==> src/rtl/scanline_timer.sv <==
module scanline_timer #(
  parameter int H_VISIBLE = 640,
  parameter int H_FRONT   = 16,
  parameter int H_SYNC    = 96,
  parameter int H_BACK    = 48,
  parameter int CYC_DIV   = 4
) (
  input  logic       clk,
  input  logic       rst_n,
  input  logic       irq_ack,
  input  logic       wr_en,
  input  logic [2:0] wr_data,
  output logic       irq,
  output logic       irq_overrun,
  output logic       hsync_n,
  output logic       vsync,
  output logic       blank,
  output logic       cpu_en
);

  localparam int H_TOTAL  = H_VISIBLE + H_FRONT + H_SYNC + H_BACK;
  localparam int HW       = $clog2(H_TOTAL);
  localparam int PW       = (CYC_DIV > 1) ? $clog2(CYC_DIV) : 1;
  localparam logic [HW-1:0] LAST     = HW'(H_TOTAL - 1);
  localparam logic [HW-1:0] SYNC_BEG = HW'(H_VISIBLE + H_FRONT);
  localparam logic [HW-1:0] SYNC_END = HW'(H_VISIBLE + H_FRONT + H_SYNC);
  localparam logic [PW-1:0] PH_LAST  = PW'(CYC_DIV - 1);

  logic [HW-1:0] hcount, hnext;
  logic [PW-1:0] phase;
  logic          line_end;

  assign line_end = (hcount == LAST);
  assign hnext    = line_end ? '0 : hcount + 1'b1;
  assign cpu_en   = (phase == PH_LAST);

  always_ff @(posedge clk) begin
    if (!rst_n) begin
      hcount  <= '0;
      hsync_n <= 1'b1;
    end else begin
      hcount  <= hnext;
      hsync_n <= !((hnext >= SYNC_BEG) && (hnext < SYNC_END));
    end
  end

  always_ff @(posedge clk) begin
    if (!rst_n || line_end || cpu_en) phase <= '0;
    else                              phase <= phase + 1'b1;
  end

  always_ff @(posedge clk) begin
    if (!rst_n) begin
      irq         <= 1'b0;
      irq_overrun <= 1'b0;
    end else begin
      if (line_end)     irq <= 1'b1;
      else if (irq_ack) irq <= 1'b0;
      if (line_end && irq && !irq_ack) irq_overrun <= 1'b1;
      else if (wr_en && wr_data[2])    irq_overrun <= 1'b0;
    end
  end

  always_ff @(posedge clk) begin
    if (!rst_n) begin
      blank <= 1'b1;
      vsync <= 1'b1;
    end else if (wr_en) begin
      blank <= wr_data[0];
      vsync <= wr_data[1];
    end
  end

  AST_HCOUNT_RANGE: assert property (@(posedge clk) disable iff (!rst_n)
    hcount <= LAST);
  AST_HSYNC_START: assert property (@(posedge clk) disable iff (!rst_n)
    $fell(hsync_n) |-> hcount == SYNC_BEG);
  AST_IRQ_AT_LINE: assert property (@(posedge clk) disable iff (!rst_n)
    line_end |=> irq);
  AST_IRQ_HELD: assert property (@(posedge clk) disable iff (!rst_n)
    irq && !irq_ack |=> irq);
  AST_OVR_STICKY: assert property (@(posedge clk) disable iff (!rst_n)
    irq_overrun && !(wr_en && wr_data[2]) |=> irq_overrun);
  AST_CPU_EN_ALIGN: assert property (@(posedge clk) disable iff (!rst_n)
    line_end |-> cpu_en);
  AST_CTRL_LOAD: assert property (@(posedge clk) disable iff (!rst_n)
    wr_en |=> blank == $past(wr_data[0]) && vsync == $past(wr_data[1]));

endmodule

==> config.mk <==
export PLATFORM = sky130hd
export DESIGN_NAME = scanline_timer
export DESIGN_NICKNAME = d
export VERILOG_FILES = /design/src/rtl/scanline_timer.sv
export SDC_FILE = /design/constraint.sdc
export NUM_CORES = 1
export LEC_CHECK = 0
export ABC_AREA = 1
export BUFFER_PORTS_ARGS = -buffer_cell sky130_fd_sc_hd__buf_2
export CAP_MARGIN = 15
export CORE_MARGIN = 1.5
export CORE_UTILIZATION = 50
export CTS_BUF_LIST = sky130_fd_sc_hd__clkbuf_8
export DETAILED_ROUTE_END_ITERATION = 6
export HOLD_SLACK_MARGIN = 0.08
export PLACE_DENSITY_LB_ADDON = 0.2
export SLEW_MARGIN = 20
export SYNTH_ARGS = -nofsm -noshare
export SYNTH_HDL_FRONTEND = slang
export SYNTH_SLANG_ARGS = --single-unit
==> constraint.sdc <==
create_clock -name clk -period 1.7 [get_ports clk]
set_clock_uncertainty 0.15 [all_clocks]
set_input_delay 0.17 -clock clk [delete_from_list [all_inputs] [get_ports clk]]
set_output_delay 0.17 -clock clk [all_outputs]
set_load 0.02 [all_outputs]
==> impl_results.md <==
* Status: completed
* Total Wirelength at 1.64 mm
* CP Class: reg2reg
* Critical Path AT at about 1.6 ns
* Slew Limit Fails at 0
* Detail Route met3 WL at 46 um
* Crit-path max cell delay at about 0.37 ns
* Clock H-tree levels at 1
* Lkg Pwr at between 0.4 and 0.5 nW
* Ys Warns at 0
* Syn Area/Cell at ~7.5 um^2
* Portion of netlist area occupied by mux cells at 0%
* Slowest CP cell: dfxtp_2
* Antenna fix cells at 0
* Gate count of the mapped netlist at 103
* Simple-gate share of the synthesized area at 38.5%
* Die span in x at 42.3 um
* Synth-to-Final Area Change at 26.1%
* Unrepaired setup endpoints after global routing: false
* Die height at around 42 um
* Routed vias/inst at about 5.1
* First-pass GRT wire length at between 2 and 3 mm
* Antenna violations before repair at 0
* Share of layout cells above drive strength 1 at 19.0%
* Fin Setup TNS at 0 ns
* Critical Path RT at 1.74 ns
* DP Wirelength at approximately 1.2 mm
* Fin crit period at approximately 1.5 ns
* DRT met1 WL at ~770 um
* Hold/Removal Path Class: in2reg
* CTS root buf: clkbuf_8
* Yosys top cell area share at 44.0%
* Crit path cell chain: ha_2 > nand2_2 > nor2_4 > nand4_4 > or2_1 > a21oi_2
* Startpoint types: flip-flop
* Initial Util at 52.6%
* Largest net degree at the start of global routing at 11
* Worst Setup EP: irq_overrun$_SDFFE_PN0P_
* Initial DRC count at 17
* Post-synth cell types at 18
* Most common cell after layout, fill and taps aside: nand2_1
* Max VDD drop at 0.000501 V
* Total die area at roughly 0.0018 mm^2
* Commonest non-fill, non-tap cells in the layout: nand2_1 (26), dfxtp_1 (15), inv_1 (14)
* CTS buffer count at 3
* Max clock buf depth at 2
* Syn nets at around 110
* Fmax at around 650 MHz
* Max Fanout on Critical Path at 6
* Max_slew headroom at between 80% and 90%
* Post-Synth Adder-Cell Area at ~4.9%
* Hold WS at between 0.08 and 0.09 ns
* Crit share post-route at 90.6%
* Power Density at about 820 mW/mm^2
* Worst slew pin tran at roughly 0.29 ns
* DR vias at between 700 and 800
* Topmost layer with routed signal wires: met4
* Reg2reg setup slack at about 0.16 ns
* Met2 Wirelength at approximately 800 um
* Gr ovfl total at 0
* Compound-Gate Fraction of Synth Area at under 10%
* Reg-to-reg endpoint: irq_overrun$_SDFFE_PN0P_
* Clk_lat worst skew at roughly 0.25 ns
* Worst Setup SP: hcount[0]$_SDFF_PN0_
* Worst Reg2Reg Path Length in Cells at 6
* RD Place Congestion at between 0.7 and 0.8
* Net count, final at 137
* Largest area contributor in the netlist: dfxtp_1
* ANT nets after route at 0
* TritonCTS clock tree: built
* Drt pass-1 iters at 4
* Wire per inst at ~12 um
* Final setup violation count at 0
* Drc violations at 0
* IO buf count at 12
* CP Capture Type: flip-flop
* Core area at 0.00147 mm^2
* Xor and xnor area share after synthesis at under 10%
* # rows at 14
* Post-Syn Area at about 770 um^2
* Vias in the first global route at slightly below 700
* Post-synthesis sequential area ratio at between 40% and 50%
* Synth Register Bits at 17
* GRT Resource Usage Total at roughly a fifth
* Clk sinks at 17
* Largest family of logic cells by synthesized area: simple AND/OR/NAND/NOR gates
* Num ports at 13
* Max_cap viols at 0
* Worst R2R Start: hcount[0]$_SDFF_PN0_
* Setup Fix Bufs, Post-CTS at 0
* Final hold vios at 0
* Synth top area cells: dfxtp_1 (44%), nand2_1 (13%), nand3_1 (8.4%)
* CTS clk-pin slew, worst paths at 0.07 ns
==> power by group <==
group,total (mW),switching (mW),internal (mW)
sequential,0.426,0.0115,0.415
combinational,0.0631,0.0314,0.0317
clock,0.306,0.143,0.163
==> cells by family (layout without fill, tap and decap cells) <==
kind of cell / Yosys count / in the layout
DFF: 17 / 17
and+or+nand+nor: 62 / 62
xor gates and xnor gates: 1 / 1
AOI/OAI and AO/OA: 6 / 6
adders and majority gates: 3 / 3
buffers and inverters: 14 / 37
==> worst max-delay path: cells and delay by family (launching register included) <==
| family | cells | cell delay [ns] |
|---|---|---|
| AO/OA/AOI/OAI | 1 | 0.11 |
| adder cells (fa/ha/maj) | 1 | 0.21 |
| flip-flops | 1 | 0.37 |
| AND/OR/NAND/NOR | 4 | 0.64 |
==> synthesized netlist by cell type <==
cell type and n:
nand4_4 1, nor3b_1 1, nand3_1 13, nand4_1 1, xor2_1 1, nor2_1 12, nand2_2 1, ha_1 3
nand2_4 1, a21oi_2 1, nand2_1 26, nor2_4 1, o21bai_1 1, inv_1 14, or2_1 1, a21oi_1 4
dfxtp_1 17, nor3_1 4
==> per-layer routing <==
| layer | vias to the layer above | track usage (%) |
|---|---|---|
| li1 | 371 | - |
| met1 | 329 | 25.3 |
| met2 | 14 | 34.5 |
| met3 | 4 | 3.88 |
| met4 | 0 | 9.38 |
| met5 | - | 0 |
==> metrics by stage <==
step                std cells  total power [mW]  cell area [um^2]  utilization (%)  setup slack [ns]
finish                    142             0.795               975             66.2             0.160
global route              142             0.816               975             66.2            0.0393
CTS                       142             0.790               970             65.9            0.0856
detailed placement        131             0.484               853             58.0             0.102
global placement          131             0.482               853             58.0             0.184
floorplan                 103             0.464               773                -             0.248
==> worst min-delay path by stage <==
| stage | startpoint | end | depth (start not counted) |
|---|---|---|---|
| 6_report | wr_en | blank$_SDFFE_PN1P_ | 4 |
| 5_1_grt | wr_en | blank$_SDFFE_PN1P_ | 4 |
| 4_1_cts | wr_en | blank$_SDFFE_PN1P_ | 4 |
| 3_5_place_dp | wr_data[0] | blank$_SDFFE_PN1P_ | 3 |
| 3_3_place_gp | wr_data[1] | vsync$_SDFFE_PN1P_ | 3 |
| 2_1_floorplan | rst_n | blank$_SDFFE_PN1P_ | 1 |
==> area by class of cell <==
cell class              instances  area, um^2
well taps                      16        20.0
flip-flops and latches         17         343
repair buffers                 19         130
clock inverters                 1        5.00
inverters                      14        52.6
fillers                       129         497
clock buffers                   3        41.3
multi-input cells              72         383
==> state kept, by name (all words and copies together), names as in the netlist <==
name         cells
hsync_n          1
phase            2
irq              1
irq_overrun      1
blank            1
hcount          10
vsync            1
==> timing repair <==
item / CTS / global route
gates resized for setup: 0 / 3
endpoints found under the hold margin: 5 / 0
hold buffers: 7 / 0
endpoints found under the setup margin: 0 / 2
No activity file was read; power rests on OpenSTA's default activity.
